File: config.mk
export PLATFORM = sky130hd
export DESIGN_NAME = ecc_affine_pt_unit
export DESIGN_NICKNAME = d
export VERILOG_FILES = /design/src/rtl/ecc_pt_pkg.sv /design/src/rtl/gf_sqr_comb.sv /design/src/rtl/gf_mul_serial.sv /design/src/rtl/gf_div_euclid.sv /design/src/rtl/ecc_affine_pt_unit.sv
export SDC_FILE = /design/constraint.sdc
export NUM_CORES = 1
export LEC_CHECK = 0
export ABC_CLOCK_PERIOD_IN_PS = 4000
export BUFFER_PORTS_ARGS = -buffer_cell sky130_fd_sc_hd__buf_2
export CAP_MARGIN = 5
export CORE_AREA = 2 2 161 100
export CTS_BUF_LIST = sky130_fd_sc_hd__clkbuf_8
export DETAILED_ROUTE_END_ITERATION = 12
export DIE_AREA = 0 0 163 102
export PLACE_DENSITY = 0.73
export SYNTH_ARGS = -nofsm -noshare
export SYNTH_HDL_FRONTEND = slang
export SYNTH_HIERARCHICAL = 1
export SYNTH_SLANG_ARGS = --single-unit
File: constraint.sdc
create_clock -name clk -period 4 [get_ports clk]
set_input_delay 0 -clock clk [delete_from_list [all_inputs] [get_ports clk]]
set_output_delay 0 -clock clk [all_outputs]
set_load 0.05 [all_outputs]
File: src/rtl/ecc_pt_pkg.sv
package ecc_pt_pkg;

   typedef enum logic [2:0] {
      ST_IDLE,
      ST_DIVGO,
      ST_DIVW,
      ST_XCALC,
      ST_MULGO,
      ST_MULW,
      ST_YCALC
   } seq_st_t;

endpackage

File: src/rtl/gf_sqr_comb.sv
module gf_sqr_comb #(
   parameter int           M    = 8,
   parameter logic [M:0]   POLY = 9'h11B
) (
   input  logic [M-1:0] a,
   output logic [M-1:0] r
);
   localparam int WW = 2*M-1;
   localparam logic [WW-1:0] PEXT = {{(M-2){1'b0}}, POLY};

   logic [WW-1:0] spread;

   // interleave zeros between operand bits: squaring in GF(2) is bit spreading
   for (genvar g = 0; g < M; g++) begin : g_spread
      assign spread[2*g] = a[g];
      if (g < M-1) begin : g_gap
         assign spread[2*g+1] = 1'b0;
      end
   end

   always_comb begin
      logic [WW-1:0] w;
      w = spread;
      for (int i = WW-1; i >= M; i--) begin
         if (w[i]) w = w ^ (PEXT << (i - M));
      end
      r = w[M-1:0];
   end
endmodule

File: src/rtl/gf_mul_serial.sv
module gf_mul_serial #(
   parameter int           M    = 8,
   parameter logic [M:0]   POLY = 9'h11B
) (
   input  logic         clk,
   input  logic         rst_n,
   input  logic         start,
   input  logic [M-1:0] a,
   input  logic [M-1:0] b,
   output logic [M-1:0] p,
   output logic         done
);
   localparam int CW = $clog2(M+1);

   logic [M-1:0]  acc, ar, br;
   logic [CW-1:0] cnt;
   logic          busy;

   function automatic logic [M-1:0] mulx(input logic [M-1:0] v);
      return {v[M-2:0], 1'b0} ^ (v[M-1] ? POLY[M-1:0] : '0);
   endfunction

   always_ff @(posedge clk or negedge rst_n) begin
      if (!rst_n) begin
         acc  <= '0;
         ar   <= '0;
         br   <= '0;
         cnt  <= '0;
         busy <= 1'b0;
         done <= 1'b0;
      end else begin
         done <= 1'b0;
         if (start) begin
            acc  <= '0;
            ar   <= a;
            br   <= b;
            cnt  <= CW'(M);
            busy <= 1'b1;
         end else if (busy) begin
            // MSB first: shift-and-reduce, then conditionally add multiplicand
            acc <= mulx(acc) ^ (br[M-1] ? ar : '0);
            br  <= br << 1;
            cnt <= cnt - 1'b1;
            if (cnt == CW'(1)) begin
               busy <= 1'b0;
               done <= 1'b1;
            end
         end
      end
   end

   assign p = acc;

   AST_MUL_LEN: assert property (@(posedge clk) disable iff (!rst_n)
      (busy && cnt > CW'(M)) |-> 1'b0);
endmodule

File: src/rtl/gf_div_euclid.sv
module gf_div_euclid #(
   parameter int           M    = 8,
   parameter logic [M:0]   POLY = 9'h11B
) (
   input  logic         clk,
   input  logic         rst_n,
   input  logic         start,
   input  logic [M-1:0] num,
   input  logic [M-1:0] den,
   output logic [M-1:0] quo,
   output logic         done
);
   localparam int IW = $clog2(2*M+2);

   logic [M:0]    ra, rb;
   logic [M-1:0]  ru, rv;
   logic          busy;
   logic [IW-1:0] iters;

   // divide by x modulo POLY
   function automatic logic [M-1:0] halve(input logic [M-1:0] u);
      logic [M:0] h;
      h = {1'b0, u} ^ (u[0] ? POLY : '0);
      return h[M:1];
   endfunction

   always_ff @(posedge clk or negedge rst_n) begin
      if (!rst_n) begin
         ra    <= '0;
         rb    <= '0;
         ru    <= '0;
         rv    <= '0;
         busy  <= 1'b0;
         done  <= 1'b0;
         iters <= '0;
      end else begin
         done <= 1'b0;
         if (start) begin
            ra    <= {1'b0, den};
            rb    <= POLY;
            ru    <= num;
            rv    <= '0;
            busy  <= 1'b1;
            iters <= '0;
         end else if (busy) begin
            if (ra == rb || ra == '0) begin
               busy <= 1'b0;
               done <= 1'b1;
            end else begin
               iters <= iters + 1'b1;
               if (!ra[0]) begin
                  ra <= ra >> 1;
                  ru <= halve(ru);
               end else if (!rb[0]) begin
                  rb <= rb >> 1;
                  rv <= halve(rv);
               end else if (ra > rb) begin
                  ra <= (ra ^ rb) >> 1;
                  ru <= halve(ru ^ rv);
               end else begin
                  rb <= (ra ^ rb) >> 1;
                  rv <= halve(ru ^ rv);
               end
            end
         end
      end
   end

   assign quo = (ra == '0) ? '0 : ru;

   AST_DIV_BOUND: assert property (@(posedge clk) disable iff (!rst_n)
      busy |-> (iters < IW'(2*M)));
   AST_DIV_GCD: assert property (@(posedge clk) disable iff (!rst_n)
      done |-> ((ra == rb && ra == (M+1)'(1)) || ra == '0));
endmodule

File: src/rtl/ecc_affine_pt_unit.sv
module ecc_affine_pt_unit
   import ecc_pt_pkg::*;
#(
   parameter int           M    = 8,
   parameter logic [M:0]   POLY = 9'h11B
) (
   input  logic         clk,
   input  logic         rst_n,
   input  logic         start,
   input  logic         op_dbl,
   input  logic [M-1:0] a_coef,
   input  logic [M-1:0] x1,
   input  logic [M-1:0] y1,
   input  logic [M-1:0] x2,
   input  logic [M-1:0] y2,
   output logic [M-1:0] x3,
   output logic [M-1:0] y3,
   output logic         done
);
   if (M < 4) begin : g_bad_m
      $error("field degree M must be at least 4");
   end
   if (POLY[M] != 1'b1 || POLY[0] != 1'b1) begin : g_bad_poly
      $error("POLY must have degree M and a nonzero constant term");
   end

   seq_st_t      st;
   logic         dbl_r;
   logic [M-1:0] a_r, x1_r, y1_r, x2_r, y2_r;
   logic [M-1:0] lam, x3_w;

   logic [M-1:0] div_num, div_den, div_q;
   logic         div_start, div_done;
   logic [M-1:0] mul_b, mul_p;
   logic         mul_start, mul_done;
   logic [M-1:0] sq_in, sq_out;

   assign div_num   = dbl_r ? y1_r : (y1_r ^ y2_r);
   assign div_den   = dbl_r ? x1_r : (x1_r ^ x2_r);
   assign div_start = (st == ST_DIVGO);
   assign mul_b     = dbl_r ? x3_w : (x1_r ^ x3_w);
   assign mul_start = (st == ST_MULGO);
   assign sq_in     = (st == ST_YCALC) ? x1_r : lam;

   gf_div_euclid #(.M(M), .POLY(POLY)) u_div (
      .clk(clk), .rst_n(rst_n), .start(div_start),
      .num(div_num), .den(div_den), .quo(div_q), .done(div_done)
   );

   gf_mul_serial #(.M(M), .POLY(POLY)) u_mul (
      .clk(clk), .rst_n(rst_n), .start(mul_start),
      .a(lam), .b(mul_b), .p(mul_p), .done(mul_done)
   );

   gf_sqr_comb #(.M(M), .POLY(POLY)) u_sqr (
      .a(sq_in), .r(sq_out)
   );

   always_ff @(posedge clk or negedge rst_n) begin
      if (!rst_n) begin
         st    <= ST_IDLE;
         dbl_r <= 1'b0;
         a_r   <= '0;
         x1_r  <= '0;
         y1_r  <= '0;
         x2_r  <= '0;
         y2_r  <= '0;
         lam   <= '0;
         x3_w  <= '0;
         x3    <= '0;
         y3    <= '0;
         done  <= 1'b0;
      end else begin
         done <= 1'b0;
         unique case (st)
            ST_IDLE: if (start) begin
               dbl_r <= op_dbl;
               a_r   <= a_coef;
               x1_r  <= x1;
               y1_r  <= y1;
               x2_r  <= x2;
               y2_r  <= y2;
               if (op_dbl && x1 == '0) begin
                  x3   <= '0;
                  y3   <= '0;
                  done <= 1'b1;
               end else begin
                  st <= ST_DIVGO;
               end
            end
            ST_DIVGO: st <= ST_DIVW;
            ST_DIVW: if (div_done) begin
               lam <= dbl_r ? (x1_r ^ div_q) : div_q;
               st  <= ST_XCALC;
            end
            ST_XCALC: begin
               x3_w <= sq_out ^ lam ^ a_r ^ (dbl_r ? '0 : (x1_r ^ x2_r));
               st   <= ST_MULGO;
            end
            ST_MULGO: st <= ST_MULW;
            ST_MULW: if (mul_done) st <= ST_YCALC;
            ST_YCALC: begin
               x3   <= x3_w;
               y3   <= dbl_r ? (sq_out ^ mul_p ^ x3_w) : (mul_p ^ x3_w ^ y1_r);
               done <= 1'b1;
               st   <= ST_IDLE;
            end
            default: st <= ST_IDLE;
         endcase
      end
   end

   AST_ZERO_DBL: assert property (@(posedge clk) disable iff (!rst_n)
      (st == ST_IDLE && start && op_dbl && x1 == '0) |=> (done && x3 == '0 && y3 == '0));
   AST_RESULT_HOLD: assert property (@(posedge clk) disable iff (!rst_n)
      !done |-> ($stable(x3) && $stable(y3)));
   AST_BUSY_IGNORE: assert property (@(posedge clk) disable iff (!rst_n)
      (st != ST_IDLE) |=> ($stable(x1_r) && $stable(y1_r) && $stable(dbl_r)));
   AST_DIV_WAIT: assert property (@(posedge clk) disable iff (!rst_n)
      div_done |-> (st == ST_DIVW));
   AST_MUL_WAIT: assert property (@(posedge clk) disable iff (!rst_n)
      mul_done |-> (st == ST_MULW));
endmodule

==> metrics.txt <==
FF-to-FF path depth=8; crit-path cells=and3b_1 -> nand2_1 -> nand2_1 -> xor2_2 -> xor2_1 -> xor3_1 -> or3_1 -> a31oi_1; clk sinks=142; Seq/Total Area, Yosys=0.436; Cell Pwr Density=1010 nW/µm²; Vias=6020; largest cells by area after synthesis=dfrtp_1 (44%), xnor2_1 (7.0%), mux2_2 (5.9%); CP max-delay cell=and3b_1; Syn-to-layout area delta=15.0%; Final Worst Setup Slack=0.933 ns; commonest cells in the netlist=dfrtp_1 (142), nand2_1 (101), xnor2_1 (65), mux2_2 (43), nor2_1 (37); mapped cell area=8140 µm²; vias in the first global route=6056; drt drc=0; Finish-stage setup viols=0; CTS Root Cell=clkbuf_8; Max Cap Viol=0; H-tree depth=4; Post-synth EDFFs=0; CTS tree=built; clk slew on worst S/H paths=0.09 ns; largest net degree at the start of global routing=112; worst skew pair latency=0.44 ns; cts bufs inserted=17; status=finished clean; Clock Skew=0.0153 ns; drt wl/cell=19.3 µm; Least-Margin Pin Slew=1.27 ns; Synth async-reset ratio=1.00; die width=163 µm; fraction of layout instances using a drive strength above 1=0.214; Req. time, crit path=4.37 ns; vias per std cell=5.62; die area=16600 µm²; Top Ports=61; top_reg_cell synth=dfrtp_1; drt first pass iters=4; setup slack at placement=1.02 ns; final hold violations=0; P_leak=4.13 nW; die height=102 µm; warnings from Yosys=6; Slew headroom=0.153; min Tclk post-route=3.07 ns; area of the multi-input gates=4300 µm²; post-CTS resize count=0; Cells after Synth=774; Detail Route Antenna Nets=0; Final Slew Violations=0; worst setup path category=flop to flop; initial drt markers=464; initial core utilization=0.539; dpl hpwl=14600 µm; storage element area=3550 µm²; Max Root-Sink Buffers=2; RSZ-0062 raised after global routing=no; std cell rows=35; Post-Synthesis Net Count=828; period utilization=0.767; most instantiated library cell after synthesis=dfrtp_1; CP peak stage delay=0.63 ns; fin nets=909; remaining global-route overflow=0; Routed Wire Length=20700 µm; Port Buf Inserts=60; setup_tns=0 ns; initial antenna violation count=0; critical path arrival=3.43 ns; Setup crit end kind=flop; fmax=326 MHz; Hold Crit Depth=4; Yosys cell types=69; Worst setup SP type=flop; r2r setup slk=0.93 ns; Total GRT Usage=0.266; fill count=1207; Avg Inst Size Synth=10.5 µm²; crit path max fanout=17; VDD IR max=586 µV; first-pass GRT wire length=33500 µm; min-delay worst type=input port to flop; Yosys top cell by area=dfrtp_1; gpl congestion=0.931; CP dominant cell by count=nand2_1; Yosys reg bits=142; Synth top area share=0.436; core area=15100 µm²; antenna cells=0
## sequential cells by signal, indices dropped and copies added, names as in the netlist, 8 cells and up
name	cells
y1_r	8
u_div/rb	9
u_div/ra	8
x2_r	8
u_mul/ar	8
y3	8
x3_w	8
x3	8
lam	8
u_mul/p	8
x1_r	8
u_mul/br	8
a_r	8
u_div/ru	8
y2_r	8
u_div/rv	8
## stage by stage
stage / total power [W] / instances / instance area [µm²] / util / hold slack (ns)
after floorplan: 0.00703 / 774 / 8140 / - / -0.296
after global placement: 0.00801 / 997 / 8540 / 0.565 / 0.205
after detailed placement: 0.00819 / 997 / 8540 / 0.565 / 0.219
after CTS: 0.00946 / 1071 / 9360 / 0.620 / 0.0341
after global routing: 0.0102 / 1071 / 9360 / 0.620 / 0.0704
final: 0.00950 / 1071 / 9360 / 0.620 / 0.0750
## layer usage
metal,GRT usage,up-vias,part of all wire,routed length (µm)
met5,0,-,0,0
met4,0.0647,0,0.0086,177
met2,0.386,185,0.42,8790
li1,-,2844,-,-
met3,0.0816,17,0.080,1650
met1,0.393,2974,0.49,10100
## final cells by class
| type | count | area share |
|---|---|---|
| Multi-Input combinational cell | 569 | 0.459 |
| Sequential cell | 142 | 0.379 |
| Timing Repair Buffer | 113 | 0.0865 |
| Tap cell | 203 | 0.0271 |
| Clock buffer | 18 | 0.0265 |
| Clock inverter | 14 | 0.0167 |
| Inverter | 12 | 0.00481 |
## final timing paths
check,startpoint,end
max in group asynchronous,rst_n,st[1]$_DFFE_PN0P_
hold / removal,start,st[0]$_DFFE_PN0P_
hold reg to reg,u_mul/ar[7]$_DFFE_PN0P_,u_mul/ar[7]$_DFFE_PN0P_
setup / recovery,st[2]$_DFFE_PN0P_,x3_w[1]$_DFFE_PN0P_
min in group asynchronous,rst_n,y3[0]$_DFFE_PN0P_
setup reg to reg,st[2]$_DFFE_PN0P_,x3_w[1]$_DFFE_PN0P_
## power by group
group	switching [W]	total [W]	internal (W)
combinational	0.00269	0.00519	0.00251
sequential	0.000984	0.00312	0.00214
clock	0.000603	0.00119	0.000582
total	0.00427	0.00950	0.00522
## critical path, delay by kind of cell (launching register included)
kind | cells | cell delay, ns
compound gates | 1 | 0.17
xor+xnor | 3 | 0.96
flops | 1 | 0.59
simple gates | 4 | 1.26
## cells by family (layout without fill, tap and decap cells)
| group | after synthesis | in the layout | synth area share |
|---|---|---|---|
| DFF | 142 | 142 | 0.436 |
| buffers and inverters | 63 | 157 | 0.0375 |
| xor gates and xnor gates | 108 | 108 | 0.132 |
| and+or+nand+nor | 241 | 241 | 0.155 |
| AOI/OAI and AO/OA | 132 | 132 | 0.114 |
| adders and majority gates | 10 | 10 | 0.0154 |
| muxes | 78 | 78 | 0.110 |
## placed cells by master (no fill, tap or decap), types with 4 or more instances in the layout
| cell | n |
|---|---|
| dfrtp_1 | 142 |
| nand2_1 | 101 |
| xnor2_1 | 65 |
| buf_2 | 59 |
| mux2_2 | 43 |
| dlygate4sd3_1 | 42 |
| nor2_1 | 36 |
| nand2b_1 | 34 |
| xor2_1 | 34 |
| o21ai_0 | 31 |
| a21oi_1 | 23 |
| clkbuf_8 | 18 |
| mux2i_1 | 17 |
| inv_1 | 13 |
| nand3_1 | 12 |
| o21ai_1 | 11 |
| buf_4 | 11 |
| mux2_4 | 10 |
| ha_1 | 10 |
| or3_1 | 9 |
| and2_1 | 9 |
| a211oi_1 | 9 |
| xor3_1 | 8 |
| a31oi_1 | 8 |
| o22ai_1 | 8 |
| a211oi_2 | 8 |
| mux2_1 | 8 |
| inv_6 | 6 |
| a22oi_1 | 5 |
| nand3b_1 | 4 |
## what timing repair did
| item | in CTS | in global routing |
|---|---|---|
| hold buffers | 42 | 0 |
| setup buffers | 0 | 0 |
| hold endpoints to repair | 152 | 0 |
(Power assumes the default switching activity.)
